===== config.mk =====
export PLATFORM = sky130hd
export DESIGN_NAME = xcvr_irq_status
export DESIGN_NICKNAME = d
export VERILOG_FILES = /design/src/rtl/xirq_pkg.sv /design/src/rtl/xirq_bus_decode.sv /design/src/rtl/xirq_phase_track.sv /design/src/rtl/xirq_event_gate.sv /design/src/rtl/xcvr_irq_status.sv
export SDC_FILE = /design/constraint.sdc
export NUM_CORES = 1
export LEC_CHECK = 0
export ABC_AREA = 1
export CORE_ASPECT_RATIO = 1.25
export CORE_MARGIN = 5
export CORE_UTILIZATION = 40
export DETAILED_ROUTE_END_ITERATION = 12
export PLACE_DENSITY = 0.72
export SLEW_MARGIN = 15
export SYNTH_ARGS = -nofsm -noshare
export SYNTH_HDL_FRONTEND = slang
export SYNTH_HIERARCHICAL = 1
export SYNTH_SLANG_ARGS = --single-unit

===== constraint.sdc =====
create_clock -name clk -period 1.5 [get_ports clk]
set_input_delay 0.225 -clock clk [delete_from_list [all_inputs] [get_ports clk]]
set_output_delay 0.225 -clock clk [all_outputs]
set_load 0.02 [all_outputs]

===== src/rtl/xirq_pkg.sv =====
`timescale 1ns/1ps
package xirq_pkg;
  localparam int STAT_W   = 8;
  localparam int ERR_W    = 5;
  localparam int BIT_TX   = 7;
  localparam int BIT_RX   = 6;
  localparam int BIT_FIFO = 5;
  localparam int BIT_E4   = 4;

  typedef enum logic {MODE_READER = 1'b0, MODE_CARD = 1'b1} xirq_mode_e;

  // drop the CRC event in reader mode when CRC reporting is off
  function automatic logic [ERR_W-1:0] xirq_err_filter(input xirq_mode_e mode,
                                                        input logic nocrc,
                                                        input logic [ERR_W-1:0] ev);
    logic [ERR_W-1:0] r;
    r = ev;
    if (mode == MODE_READER && nocrc) r[BIT_E4] = 1'b0;
    return r;
  endfunction

  // event set mask wins over a same-cycle clear
  function automatic logic [STAT_W-1:0] xirq_next_flags(input logic [STAT_W-1:0] cur,
                                                         input logic clr,
                                                         input logic [STAT_W-1:0] set);
    return (clr ? '0 : cur) | set;
  endfunction

  function automatic logic xirq_next_irq(input logic cur, input logic clr, input logic raise);
    return raise | (cur & ~clr);
  endfunction
endpackage


===== src/rtl/xirq_bus_decode.sv =====
`timescale 1ns/1ps
module xirq_bus_decode #(
  parameter int          ADDR_W    = 8,
  parameter logic [7:0]  STAT_ADDR = 8'h0C,
  parameter logic [7:0]  CTRL_ADDR = 8'h01
) (
  input  logic              bus_rd,
  input  logic              bus_wr,
  input  logic [ADDR_W-1:0] bus_addr,
  output logic              stat_rd,
  output logic              ctrl_rd,
  output logic              ctrl_wr,
  output logic              clr
);
  localparam logic [ADDR_W-1:0] A_STAT = ADDR_W'(STAT_ADDR);
  localparam logic [ADDR_W-1:0] A_CTRL = ADDR_W'(CTRL_ADDR);

  assign stat_rd = bus_rd & (bus_addr == A_STAT);
  assign ctrl_rd = bus_rd & (bus_addr == A_CTRL);
  assign ctrl_wr = bus_wr & (bus_addr == A_CTRL);
  assign clr     = stat_rd | ctrl_wr;
endmodule


===== src/rtl/xirq_phase_track.sv =====
`timescale 1ns/1ps
module xirq_phase_track (
  input  logic clk,
  input  logic rst_n,
  input  logic enable,
  input  logic start_i,
  input  logic stop_i,
  output logic active_o,
  output logic busy_o,
  output logic done_o
);
  always_ff @(posedge clk or negedge rst_n) begin
    if (!rst_n)       active_o <= 1'b0;
    else if (!enable) active_o <= 1'b0;
    else              active_o <= (active_o & ~stop_i) | start_i;
  end

  // phase counts from its start pulse through its end pulse
  assign busy_o = active_o | start_i;
  assign done_o = active_o & stop_i;
endmodule


===== src/rtl/xirq_event_gate.sv =====
`timescale 1ns/1ps
module xirq_event_gate
  import xirq_pkg::*;
(
  input  xirq_mode_e        mode_i,
  input  logic              nocrc_i,
  input  logic              tx_start_i,
  input  logic              rx_sof_i,
  input  logic              tx_busy_i,
  input  logic              rx_busy_i,
  input  logic              fifo_evt_i,
  input  logic [ERR_W-1:0]  err_evt_i,
  output logic [STAT_W-1:0] set_o,
  output logic              raise_o
);
  logic              idle;
  logic [ERR_W-1:0]  err_ok;
  logic              fifo_ok;

  assign idle    = ~tx_busy_i & ~rx_busy_i;
  assign err_ok  = idle ? xirq_err_filter(mode_i, nocrc_i, err_evt_i) : '0;
  assign fifo_ok = fifo_evt_i & ~rx_busy_i;

  always_comb begin
    set_o           = '0;
    set_o[BIT_TX]   = tx_start_i;
    set_o[BIT_RX]   = rx_sof_i;
    set_o[BIT_FIFO] = fifo_ok;
    set_o[ERR_W-1:0] = err_ok;
  end

  assign raise_o = idle & (fifo_evt_i | (|err_ok));
endmodule


===== src/rtl/xcvr_irq_status.sv =====
`timescale 1ns/1ps
module xcvr_irq_status
  import xirq_pkg::*;
#(
  parameter int         ADDR_W    = 8,
  parameter logic [7:0] STAT_ADDR = 8'h0C,
  parameter logic [7:0] CTRL_ADDR = 8'h01,
  parameter int         NOCRC_BIT = 7
) (
  input  logic              clk,
  input  logic              rst_n,
  input  logic              enable,
  input  logic              mode_card,
  input  logic              bus_rd,
  input  logic              bus_wr,
  input  logic [ADDR_W-1:0] bus_addr,
  input  logic [7:0]        bus_wdata,
  output logic [7:0]        bus_rdata,
  input  logic              tx_start,
  input  logic              tx_end,
  input  logic              rx_sof,
  input  logic              rx_end,
  input  logic              fifo_evt,
  input  logic [4:0]        err_evt,
  output logic              irq
);
  logic              stat_rd, ctrl_rd, ctrl_wr, clr;
  logic              tx_active, tx_busy, tx_fin;
  logic              rx_active, rx_busy, rx_fin;
  logic [STAT_W-1:0] set_mask;
  logic              raise_now, raise_all;
  logic [STAT_W-1:0] flags_q;
  logic [7:0]        ctrl_q;
  logic              irq_q;
  xirq_mode_e        mode;

  assign mode = mode_card ? MODE_CARD : MODE_READER;

  xirq_bus_decode #(.ADDR_W(ADDR_W), .STAT_ADDR(STAT_ADDR), .CTRL_ADDR(CTRL_ADDR)) u_dec (
    .bus_rd(bus_rd), .bus_wr(bus_wr), .bus_addr(bus_addr),
    .stat_rd(stat_rd), .ctrl_rd(ctrl_rd), .ctrl_wr(ctrl_wr), .clr(clr));

  xirq_phase_track u_tx (
    .clk(clk), .rst_n(rst_n), .enable(enable), .start_i(tx_start), .stop_i(tx_end),
    .active_o(tx_active), .busy_o(tx_busy), .done_o(tx_fin));

  xirq_phase_track u_rx (
    .clk(clk), .rst_n(rst_n), .enable(enable), .start_i(rx_sof), .stop_i(rx_end),
    .active_o(rx_active), .busy_o(rx_busy), .done_o(rx_fin));

  xirq_event_gate u_gate (
    .mode_i(mode), .nocrc_i(ctrl_q[NOCRC_BIT]),
    .tx_start_i(tx_start), .rx_sof_i(rx_sof),
    .tx_busy_i(tx_busy), .rx_busy_i(rx_busy),
    .fifo_evt_i(fifo_evt), .err_evt_i(err_evt),
    .set_o(set_mask), .raise_o(raise_now));

  assign raise_all = raise_now | tx_fin | rx_fin;

  always_ff @(posedge clk or negedge rst_n) begin
    if (!rst_n) begin
      flags_q <= '0;
      irq_q   <= 1'b0;
      ctrl_q  <= '0;
    end else if (!enable) begin
      flags_q <= '0;
      irq_q   <= 1'b0;
      ctrl_q  <= '0;
    end else begin
      flags_q <= xirq_next_flags(flags_q, clr, set_mask);
      irq_q   <= xirq_next_irq(irq_q, clr, raise_all);
      if (ctrl_wr) ctrl_q <= bus_wdata;
    end
  end

  assign irq = irq_q;

  always_comb begin
    if (stat_rd)      bus_rdata = flags_q;
    else if (ctrl_rd) bus_rdata = ctrl_q;
    else              bus_rdata = '0;
  end
endmodule


==> reports/summary.txt <==
Internal: 0.000747 W
Share of cells above drive strength 1: 35.6%
Via count: 1086
Area contributors post-synth: dfrtp_1, o21ai_2, inv_1
Post-Syn Nets: 186
Hold Buf Count CTS: 0
GRT Total Usage: 14.8%
Fin. Hold Viols: 0
Die ar.: 0.00408 mm2
P per Cell Area: 600 mW/mm2
Sw Share: 26.4%
DRT iter0 DRCs: 11
Vias per cell: 4.54
Relative slew slack: 83.2%
Wirelength per Cell: 11.8 um
CTS tree: done
Seq cells post-synth: 19
Gpl congestion: 0.843
Post-Synthesis Cells: 154
Syn Area/Cell: 7.53 um2
Max-cap violations: 0
Clk root buf: clkbuf_4
Violated checks: negative setup slack
Final core occ: 61.9%
Final net count: 238
Arrival time at the worst endpoint: 1.29 ns
Post-synthesis adder-cell area fraction: 0%
Global-route wire length before repair: 4840 um
Status: complete, but fails checks
Grt ovf: 0
Clock transition at path regs: 0.12 ns
Area Overhead vs Synth: 45.7%
Post-synth EDFFs: 0
Slew Limit Fails: 0
Top-area cell type share of the netlist area: 41.0%
Initial Util: 42.4%
Leading area contributor after synthesis: dfrtp_1
Cell variety after synth: 16
Fillers: 264
Post-Synth XOR/XNOR Area: 0%
Worst-Margin Slew: 0.252 ns
Clock sinks: 19
Final Worst Setup Slack: -0.0170 ns
Cell area after synthesis: 0.00116 mm2
Multi-input logic area: 543 um2
Die Ht: 70.2 um
ANT nets after route: 0
Post-synth ARST share: 100%
DIE WIDTH: 58.2 um
Post-route setup TNS: -0.0471 ns
DRT Pass-1 Iters: 4
# setup viols final: 5
CP startpoint kind: primary input
Fin crit share: 101%
Slowest CP cell: or2_1
Dpl ws: -0.762 ns
Register Area: 475 um2
Ys Warns: 6
Core Box Area: 0.00273 mm2
Top_reg_cell synth: dfrtp_1
CTS H-tree depth: 1
Maximum clock frequency: 0.659 GHz
Critical path's top delay family: simple AND/OR/NAND/NOR gates
Required @ worst endpoint: 1.27 ns
Switching power: 0.000268 W
Crit path max fanout: 8
Worst Skew: 0.00977 ns
Peak VDD IR: 0.000370 V
Top cells by count, synth: inv_1, nand2_1, dfrtp_1
Setup CP Type: primary input to primary output
Tmin final: 1.52 ns
Critical path cell sequence: buf_2 -> or2_1 -> nor2_1 -> nand2_2 -> inv_2 -> inv_2 -> nand2_8 -> o21ai_2 -> buf_4
Comb power frac: 20.8%
Buf+Inv Stages, Crit Path: 4
Slowest cell delay on critical path: 0.23 ns
N_diodes: 0
Post-Route WL: 2810 um
Worst path most repeated cell: inv_2
Cell Rows: 21
Synth Area in Compound Gates: 15.7%
Worst min path class: primary input to asynchronous set/reset pin
Top-count cell post-synth: inv_1
Post-synthesis sequential area ratio: 41.0%
Worst setup EP type: primary output
Clock power frac: 26.0%
DPL Wire Length: 2200 um
Drc violations: 0
Maximum root-to-sink buffer count: 2
# port buffers: 40
Vias in the first global route: 1132
Worst-skew pair later-pin latency: 0.30 ns
Post-synthesis mux area share: 0%
Simple-gate share of the synthesized area: 26.3%
Lkg Pwr: 0.842 nW
Largest net degree at the start of global routing: 20
IO Pins: 41
Initial antenna violation count: 0
Largest family of logic cells by synthesized area: simple AND/OR/NAND/NOR gates
Sequential share of power: 53.2%
CTS buffer count: 3
-- placed cells by master (no fill, tap or decap) --
master / n
nand2_1: 24
nor2_4: 3
o21ai_0: 1
nand3_1: 12
dfrtp_1: 19
clkdlybuf4s50_1: 22
o21ai_2: 16
clkdlybuf4s15_1: 1
buf_12: 1
buf_6: 4
dlygate4sd2_1: 1
nor2_2: 10
clkbuf_1: 1
clkinvlp_2: 1
o21ai_4: 1
nand2_8: 1
nand2_2: 2
buf_2: 9
buf_4: 14
a21oi_1: 8
nand2_4: 1
inv_1: 30
inv_6: 1
clkbuf_4: 3
nor2_1: 12
or2_1: 1
inv_2: 6
-- per-stage QoR --
| stage | cell area (um2) | hold slack (ns) | power (W) | std cells |
|---|---|---|---|---|
| after floorplan | 1160 | -0.0706 | 0.000635 | 154 |
| after global placement | 1650 | 0.503 | 0.000763 | 233 |
| after detailed placement | 1650 | 0.509 | 0.000769 | 233 |
| after CTS | 1650 | 0.253 | 0.00102 | 239 |
| after global routing | 1690 | 0.271 | 0.00107 | 239 |
| final | 1690 | 0.247 | 0.00101 | 239 |
-- repair_timing --
item	CTS	global route
pin swaps	11	4
buffers inserted	1	0
gates resized for setup	78	10
setup endpoints to repair	9	9
cloned	1	0
-- metal layers --
metal / part of all wire [%] / routed length [um] / track usage [%] / up-vias
li1: - / - / - / 569
met3: 4.4 / 124 / 2.76 / 4
met4: 1.0 / 29 / 4.64 / 0
met1: 40 / 1120 / 17.3 / 487
met2: 55 / 1540 / 26.4 / 26
met5: 0 / 0 / 0 / -
-- power by group through the flow --
stage                logic, W  clock network, W  registers (W)
global route         0.000234          0.000291       0.000544
finish               0.000211          0.000263       0.000540
global placement     0.000214                 0       0.000549
detailed placement   0.000219                 0       0.000550
CTS                  0.000207          0.000275       0.000540
floorplan           0.0000840                 0       0.000550
-- worst paths after layout --
check	start	slack, ns	endpoint	depth (start not counted)
setup / recovery	bus_addr[0]	-0.02	bus_rdata[1]	9
hold / removal	rst_n	0.25	u_rx/active_o	2
setup reg to reg	u_rx/active_o	0.18	irq	11
hold reg to reg	flags_q[7]	0.54	flags_q[7]	2
max in group asynchronous	rst_n	1.04	ctrl_q[1]	2
min in group clk	bus_wdata[5]	0.49	ctrl_q[5]	3
-- logic make-up after synthesis --
group | after synthesis
buffers and inverters | 43
flip-flops | 19
AO/OA/AOI/OAI | 26
AND/OR/NAND/NOR | 66
-- layout make-up --
cell class,count,area share (%)
Multi-Input combinational cell,92,32.1
Timing Repair Buffer,52,26.9
Timing Repair inverter,1,0.296
Clock buffer,4,1.55
Sequential cell,19,28.1
Inverter,37,8.51
Tap cell,34,2.52
-- state kept, by name, summed over array words and instances (netlist names) --
name and count:
u_rx/active_o 1, ctrl_q 8, irq 1, flags_q 8, u_tx/active_o 1
Note: power is estimated with default switching activity, not from simulation.
